--- config.mk ---
export PLATFORM = sky130hd
export DESIGN_NAME = fusion_group_former
export DESIGN_NICKNAME = d
export VERILOG_FILES = /design/src/rtl/fusion_group_former.sv
export SDC_FILE = /design/constraint.sdc
export NUM_CORES = 1
export LEC_CHECK = 0
export BUFFER_PORTS_ARGS = -buffer_cell sky130_fd_sc_hd__buf_2
export CAP_MARGIN = 20
export CORE_ASPECT_RATIO = 0.5
export CORE_MARGIN = 2
export CORE_UTILIZATION = 40
export DETAILED_ROUTE_END_ITERATION = 12
export PLACE_DENSITY = 0.62
export SLEW_MARGIN = 30
export SYNTH_ARGS = -nofsm -noshare
export SYNTH_HDL_FRONTEND = slang
export SYNTH_SLANG_ARGS = --single-unit
--- constraint.sdc ---
create_clock -name clk -period 49.8 [get_ports clk]
set_input_delay 7.47 -clock clk [delete_from_list [all_inputs] [get_ports clk]]
set_output_delay 7.47 -clock clk [all_outputs]
set_load 0.02 [all_outputs]
--- src/rtl/fusion_group_former.sv ---
module fusion_group_former #(
  parameter int W  = 6,
  parameter int CW = 32
) (
  input  logic            clk,
  input  logic            rst_n,
  input  logic            dual_mode,
  input  logic            mem_fuse_block,
  input  logic [W-1:0]    in_vld,
  input  logic [2*W-1:0]  in_cls,
  input  logic [3*W-1:0]  in_ucnt,
  input  logic [W-1:0]    in_mem,
  input  logic [2:0]      idq_free,
  output logic [2:0]      take,
  output logic [4:0]      uop_vld,
  output logic [4:0]      uop_fused,
  output logic [14:0]     uop_pos,
  output logic [CW-1:0]   cnt_inst,
  output logic [CW-1:0]   cnt_uops,
  output logic [CW-1:0]   cnt_fus,
  output logic [CW-1:0]   cnt_active
);
  localparam int SLOTS = 4;
  localparam int MAXU  = 5;
  localparam int PW    = 3;
  localparam logic [1:0] C_ALU = 2'd1;
  localparam logic [1:0] C_BR  = 2'd2;

  logic [W-1:0]   nxt_vld;
  logic [2*W-1:0] nxt_cls;
  assign nxt_vld = {1'b0, in_vld[W-1:1]};
  assign nxt_cls = {2'b00, in_cls[2*W-1:2]};

  logic [3:0] nu, u, cost, idx;
  logic [2:0] ns, tk;
  logic [1:0] nf, lim;
  logic       stop, skip, lastfus, fus, pair;
  logic [4:0] gv, gf;
  logic [14:0] gp;

  assign lim = dual_mode ? 2'd2 : 2'd1;

  always_comb begin
    nu = '0; ns = '0; nf = '0; tk = '0;
    stop = 1'b0; skip = 1'b0; lastfus = 1'b0;
    u = '0; cost = '0; idx = '0; fus = 1'b0; pair = 1'b0;
    gv = '0; gf = '0; gp = '0;
    for (int p = 0; p < W; p++) begin
      if (skip) begin
        skip = 1'b0;
      end else if (!stop) begin
        if (!in_vld[p] || ns == 3'(SLOTS)) begin
          stop = 1'b1;
        end else begin
          u    = {1'b0, in_ucnt[3*p +: 3]};
          fus  = (in_cls[2*p +: 2] == C_ALU) && (u == 4'd1) && !(in_mem[p] && mem_fuse_block);
          pair = fus && nxt_vld[p] && (nxt_cls[2*p +: 2] == C_BR) && (nf < lim);
          cost = pair ? 4'd1 : u;
          if ((p > 0 && !pair && u > 4'd1) || (nu + cost > 4'(MAXU))) begin
            stop = 1'b1;
          end else begin
            for (int k = 0; k < 4; k++) begin
              idx = nu + 4'(k);
              if (4'(k) < cost && idx < 4'(MAXU)) begin
                gv[idx[2:0]] = 1'b1;
                gf[idx[2:0]] = pair;
                gp[PW*idx[2:0] +: PW] = PW'(p);
              end
            end
            nu      = nu + cost;
            ns      = ns + 3'd1;
            tk      = tk + (pair ? 3'd2 : 3'd1);
            nf      = nf + {1'b0, pair};
            skip    = pair;
            lastfus = fus && !pair;
            if (pair && dual_mode && nf == 2'd2) stop = 1'b1;
          end
        end
      end
    end
    if (!dual_mode && lastfus && ns >= 3'd2) begin
      tk = tk - 3'd1;
      ns = ns - 3'd1;
      nu = nu - 4'd1;
      gv[nu[2:0]] = 1'b0;
      gf[nu[2:0]] = 1'b0;
      gp[PW*nu[2:0] +: PW] = '0;
    end
  end

  logic go;
  assign go        = in_vld[0] && (nu <= {1'b0, idq_free});
  assign take      = go ? tk : '0;
  assign uop_vld   = go ? gv : '0;
  assign uop_fused = go ? gf : '0;
  assign uop_pos   = go ? gp : '0;

  always_ff @(posedge clk or negedge rst_n) begin
    if (!rst_n) begin
      cnt_inst   <= '0;
      cnt_uops   <= '0;
      cnt_fus    <= '0;
      cnt_active <= '0;
    end else begin
      cnt_inst   <= cnt_inst + CW'(take);
      cnt_uops   <= cnt_uops + CW'($countones(uop_vld));
      cnt_fus    <= cnt_fus + CW'($countones(uop_fused));
      cnt_active <= cnt_active + CW'(|uop_vld);
    end
  end
endmodule

==> impl_metrics.ini, run 1 <==
[status]
status = complete, no violations

[sta]
slew_headroom_pct = 37.2
fin_worst_skew_ns = 0.0113
finalSetupViolations = 0
rsz0062_at_grt = false
slew_viol_final = 0
period_share_pct = 65.7
tns_ns = 0
setup_ws_ns = 17.08
worst_pin_slew_ns = 0.935
max_freq_mhz = 30.6
fin_crit_ns = 32.72
finalHoldViolations = 0
hold_slack_ns = 0.473

[clocking]
htreeDepth = 4
cts.reportedPaths.clkPinSlew_ns = 0.06
post_cts_buffers = 0
cts_buffers = 17
root_buffer = clkbuf_16
postCtsHoldBufs = 0
cts.path.max_buffers = 2
insertion_delay_ns = 0.42
cts_resized = 0
cts_tree = done
cts.sinks = 128

[die]
rows = 46
fp.dieH_um = 131
initial_utilization_pct = 40.7
die_w_um = 258
core-area_um2 = 31700
pin_count = 205
die_area_um2 = 33800

[logic_synthesis]
netlist_instances = 1539
synth_area_um2 = 12900
synth-edff-count = 0
yosysSeqAreaShare_pct = 24.8
ys_warn_count = 0
async_flop_share_pct = 100
synth_seq_cells = 128
yosys.cell_types.count = 103
postSynthAreaPerCell_um2 = 8.38
synth_top_flop_cell = dfrtp_1
synth_fp_nets = 1732

[cells_and_area]
nets = 1908
final_cell_count_no_fill = 2160
antenna_cells = 0
fillers = 3136
drive_above_1_share_pct = 17.2
area_delta_synth_final_pct = 15.8
design_area_um2 = 14900

[placement]
portBuffers = 204
gp_congestion = 0.941
dp_hpwl_um = 32500
pre_cts_ws_ns = 17.33
dp_cells = 2127
dpl-instance-area_um2 = 14300

[job]
drv_cap = 0

[critical_path]
cp_max_fo = 20
cp.arrival_ns = 25.25
critPathMaxStageDelay_ns = 0.63
cpMostUsedCell = ha_1
reg2reg_setup_slack_ns = 46.42
worstPathRequired_ns = 42.33
setup.worst_path.class = primary input to primary output
critPathSlowestCell = or4b_2
end_kind = primary output
cp-start-kind = primary input

[drt]
top_layer = met4
drcViolationCount = 0
dr.pass1.iters = 6
wl_um = 40400
vias_per_cell = 5.67
wl_per_cell_um = 18.7
wl_met3_um = 1960
vias = 12200
first_iter_violations = 1045
met2_length_um = 18800
wl_met1_um = 18700
antenna_left = 0

[power_and_ir_drop]
intPower_uw = 227
powerDensity_nw_per_um2 = 23.1
clkPwrFrac_pct = 38.0
seq_power_share_pct = 34.3
ir_worst_vdd_mv = 0.0217
p_sw_uw = 118
leakage_nw = 7.10
p_sw_share_pct = 34.3
combPwrFrac_pct = 27.7

[worst_hold_path]
hp-class = flop to flop

[global_routing]
overflow = 0
track_usage_pct = 23.4
antenna_found_initial = 0
grt_max_degree = 67
grt_pass1_wl_um = 63300
grt_pass1_vias = 11400
==> metal layers <==
layer | vias to the layer above | GRT usage (%)
met1 | 5840 | 32.2
met4 | 0 | 6.97
met2 | 403 | 39.2
met5 | - | 0
li1 | 5937 | -
met3 | 64 | 2.37
==> worst max-delay path: cells and delay by family <==
kind                     cells  cell delay (ns)
buffers and inverters        9             1.29
AO/OA/AOI/OAI               21             5.31
AND/OR/NAND/NOR             16             4.51
adder cells (fa/ha/maj)     13             4.38
XOR/XNOR                     3             0.71
multiplexers                 4             1.53
==> power by group through the flow <==
stage          Clock [mW]  Sequential, mW  Combinational [mW]
5_1_grt             0.137           0.120               0.105
3_3_place_gp            0           0.120              0.0947
2_1_floorplan           0           0.128              0.0550
6_report            0.131           0.118              0.0956
3_5_place_dp            0           0.120              0.0945
4_1_cts             0.134           0.118              0.0950
==> final timing paths <==
path / from / to / cells after the start
setup / recovery: in_ucnt[2] / uop_fused[2] / 66
hold / removal: cnt_inst[31]$_DFF_PN0_ / cnt_inst[31]$_DFF_PN0_ / 1
setup reg to reg: cnt_uops[0]$_DFF_PN0_ / cnt_uops[26]$_DFF_PN0_ / 13
hold reg to reg: cnt_inst[31]$_DFF_PN0_ / cnt_inst[31]$_DFF_PN0_ / 1
max in group asynchronous: rst_n / cnt_active[9]$_DFF_PN0_ / 3
min in group asynchronous: rst_n / cnt_fus[27]$_DFF_PN0_ / 1
==> synthesized netlist by cell type, types with 5 or more instances <==
cell      instances  area, um2
a22oi_1          13       97.6
o21ai_0          42        210
inv_1            77        289
or2_2             7       43.8
mux2i_1          16        160
a222oi_1          6       60.1
o21a_1            8       60.1
a21o_1           17        128
a211oi_1         10       75.1
nand2_1         155        582
o22ai_1           5       31.3
nor4_1           13       81.3
and3_1           36        225
nor3_1           46        230
nand2b_1         13       81.3
clkbuf_1         41        154
nand3_1          79        395
dfrtp_1         128       3200
nor3b_1          10       75.1
a221oi_1         10       87.6
nor4b_1           8       70.1
buf_2            10       50.1
and3b_1           5       43.8
xnor2_1         118       1030
fa_1             17        340
nand4_1          35        219
a31oi_1          19        119
inv_2             7       26.3
or3_1            14       87.6
nand4b_1          6       52.6
a211o_1           6       52.6
nor2_1          130        488
a41oi_1           5       43.8
o32ai_1           6       52.6
and4_1            6       52.6
xor2_1           37        324
ha_1            127       1590
o211ai_1         16        120
and2_1           16        100
nor2b_1          15       93.8
a21oi_1          63        315
o31ai_1          10       75.1
nand3b_1         12       90.1
==> layout make-up <==
cell class	count	area (um2)	area share [%]
tap	432	541	3.62
inverter	85	319	2.13
clock buffer	19	453	3.03
clock inverter	13	176	1.18
multi-input combinational	1270	9140	61.1
timing repair buffer	213	1110	7.46
sequential	128	3200	21.4
==> cell families (layout without fill, tap and decap cells) <==
group           after synthesis  after routing  synth area share, %
compound gates              315            315                 17.8
buf+inv                     141            330                 4.40
simple gates                634            634                 25.6
xor+xnor                    156            156                 10.6
mux                          21             21                 1.71
fa+ha+maj                   144            144                 15.0
flops                       128            128                 24.8
==> cells in the final DEF (no fill, tap or decap), types with 13 or more instances in the layout <==
cell	count
a21o_1	17
a21oi_1	63
a22oi_1	13
a31oi_1	19
and2_1	16
and3_1	36
buf_2	203
clkbuf_16	17
dfrtp_1	128
fa_1	17
ha_1	127
inv_1	77
mux2i_1	16
nand2_1	155
nand2b_1	13
nand3_1	79
nand4_1	35
nor2_1	130
nor2b_1	15
nor3_1	46
o211ai_1	16
o21ai_0	41
or3_1	14
xnor2_1	118
xor2_1	37
==> metrics by stage <==
stage / total power [mW] / util, %
after floorplan: 0.183 / -
after global placement: 0.215 / 45.0
after detailed placement: 0.215 / 45.1
after CTS: 0.347 / 47.0
after global routing: 0.362 / 47.1
final: 0.345 / 47.1
==> flip-flops by register name, summed over array words and instances (netlist names) <==
name        cells
cnt_active     32
cnt_uops       32
cnt_fus        32
cnt_inst       32
Power figures use the tool's default switching activity.
==> inputs of run 2 (changes only) <==
==> constraint.sdc (replaced) <==
create_clock -name clk -period 30.9 [get_ports clk]
set_input_delay 4.635 -clock clk [delete_from_list [all_inputs] [get_ports clk]]
set_output_delay 4.635 -clock clk [all_outputs]
set_load 0.02 [all_outputs]
==> run 2 against run 1 <==
Against the previous run: flip-flop and latch count is the same; via count grew 0.81%; sequential share of layout area is essentially flat; final cell count is essentially flat; clock power grew 63%; register-to-register slack lost 19 ns; combinational power grew 61%; critical endpoint unchanged; largest cell class unchanged; largest power group unchanged.
==> impl_metrics.ini, run 2 (synthesis gave the netlist of run 1 again) <==
[sta]
worst_pin_slew_ns = 0.924
fin_crit_ns = 27.12
slew_headroom_pct = 38.0
fin_worst_skew_ns = 0.00942
slew_viol_final = 0
setup_ws_ns = 3.78
tns_ns = 0
period_share_pct = 87.8
finalSetupViolations = 0
max_freq_mhz = 36.9
finalHoldViolations = 0
rsz0062_at_grt = false

[worst_hold_path]
hp-start = cnt_uops[31]$_DFF_PN0_
hp-class = flop to flop
whs_endpoint = cnt_uops[31]$_DFF_PN0_
holdPathStages = 1

[clocking]
cts.reportedPaths.clkPinSlew_ns = 0.06
post_cts_buffers = 0
cts.sinks = 128
postCtsHoldBufs = 0
cts_tree = done
cts_buffers = 17
cts.path.max_buffers = 2
root_buffer = clkbuf_16
htreeDepth = 4
insertion_delay_ns = 0.42
cts_resized = 0

[global_routing]
grt_max_degree = 72
grt_pass1_wl_um = 64600
track_usage_pct = 23.9
grt_pass1_vias = 11600
antenna_found_initial = 1
overflow = 0

[drt]
dr.pass1.iters = 5
vias = 12300
wl_met1_um = 18700
top_layer = met4
wl_um = 40900
wl_met3_um = 2160
met2_length_um = 18700
vias_per_cell = 5.72
first_iter_violations = 949
wl_per_cell_um = 18.9
drcViolationCount = 0
antenna_left = 0

[die]
initial_utilization_pct = 40.7
fp.dieH_um = 131
die_area_um2 = 33800
rows = 46
core-area_um2 = 31700
die_w_um = 258
pin_count = 205

[job]
drv_cap = 0

[critical_path]
critPathMaxStageDelay_ns = 0.64
critPathSlowestCell = or4b_2
worstReg2RegStart = cnt_uops[0]$_DFF_PN0_
crit_buf_inv = 9
cpMostUsedCell = ha_1
reg2reg_setup_slack_ns = 27.53
cp_top_family = compound AO/OA/AOI/OAI gates
cp_max_fo = 20
reg2reg_depth = 13
cp-start-kind = primary input
setup.worst_path.class = primary input to primary output
rr_endpoint = cnt_uops[24]$_DFF_PN0_
cp.arrival_ns = 22.49
worstPathRequired_ns = 26.27
end_kind = primary output

[cells_and_area]
fillers = 3142
area_delta_synth_final_pct = 15.7
final_cell_count_no_fill = 2159
drive_above_1_share_pct = 17.1
nets = 1907
design_area_um2 = 14900
post-route-util_pct = 47.1
antenna_cells = 0
layout_common_cells = 203 x buf_2, 155 x nand2_1, 130 x nor2_1, 128 x dfrtp_1, 127 x ha_1
final_common_cell = buf_2

[power_and_ir_drop]
powerDensity_nw_per_um2 = 37.4
p_sw_share_pct = 34.0
combPwrFrac_pct = 27.5
leakage_nw = 7.09
seq_power_share_pct = 34.1
p_sw_uw = 190
intPower_uw = 368
clkPwrFrac_pct = 38.4
ir_worst_vdd_mv = 0.0347

[placement]
gp_congestion = 0.931
dpl-instance-area_um2 = 14300
dp_hpwl_um = 32600
dp_cells = 2127
pre_cts_ws_ns = 4.04
portBuffers = 204

[status]
status = complete, no violations
[run 2: power by group through the flow]
stage / Combinational, mW / Clock, mW / Sequential, mW
CTS: 0.153 / 0.219 / 0.191
detailed placement: 0.152 / 0 / 0.193
finish: 0.154 / 0.214 / 0.190
global placement: 0.153 / 0 / 0.193
global route: 0.170 / 0.228 / 0.193
floorplan: 0.0886 / 0 / 0.206
[run 2: through the flow]
step / hold WS (ns) / power, mW
CTS: 0.473 / 0.563
finish: 0.470 / 0.558
detailed placement: 0.457 / 0.346
floorplan: 0.582 / 0.295
global placement: 0.455 / 0.346
global route: 0.489 / 0.591
[run 2: how the worst max path moves through the flow]
| stage | startpoint | cells after the start | endpoint | slack [ns] |
|---|---|---|---|---|
| 2_1_floorplan | in_ucnt[2] | 72 | uop_fused[4] | 5.32 |
| 3_3_place_gp | in_ucnt[2] | 65 | uop_fused[4] | 4.58 |
| 3_5_place_dp | in_ucnt[2] | 66 | uop_fused[2] | 4.04 |
| 4_1_cts | in_ucnt[2] | 66 | uop_fused[2] | 4.00 |
| 5_1_grt | in_ucnt[2] | 65 | uop_fused[2] | 2.58 |
| 6_report | in_ucnt[2] | 66 | uop_fused[2] | 3.78 |
[run 2: worst reg2reg max path, cell delays in order (launching register included)]
cell and delay (ns):
dfrtp_1 0.37, inv_1 0.07, fa_1 0.42, inv_1 0.07, ha_1 0.17, inv_1 0.06
fa_1 0.40, nor2b_1 0.17, o21bai_1 0.13, nor2_1 0.30, nand3_1 0.23, nor3_1 0.56
nand3_1 0.18, xnor2_1 0.15
[run 2: cell type report]
class	instances	area [um2]	share of cell area, %
inverter	85	319	2.14
clock inverter	15	209	1.40
clock buffer	17	425	2.85
multi-input combinational	1270	9140	61.2
tap	432	541	3.62
sequential	128	3200	21.5
timing repair buffer	212	1090	7.31
[run 2: metal layers]
layer	vias to the layer above	GRT usage [%]
met5	-	0
met4	0	9.21
met3	78	3.40
met2	421	38.9
met1	5905	32.4
li1	5939	-
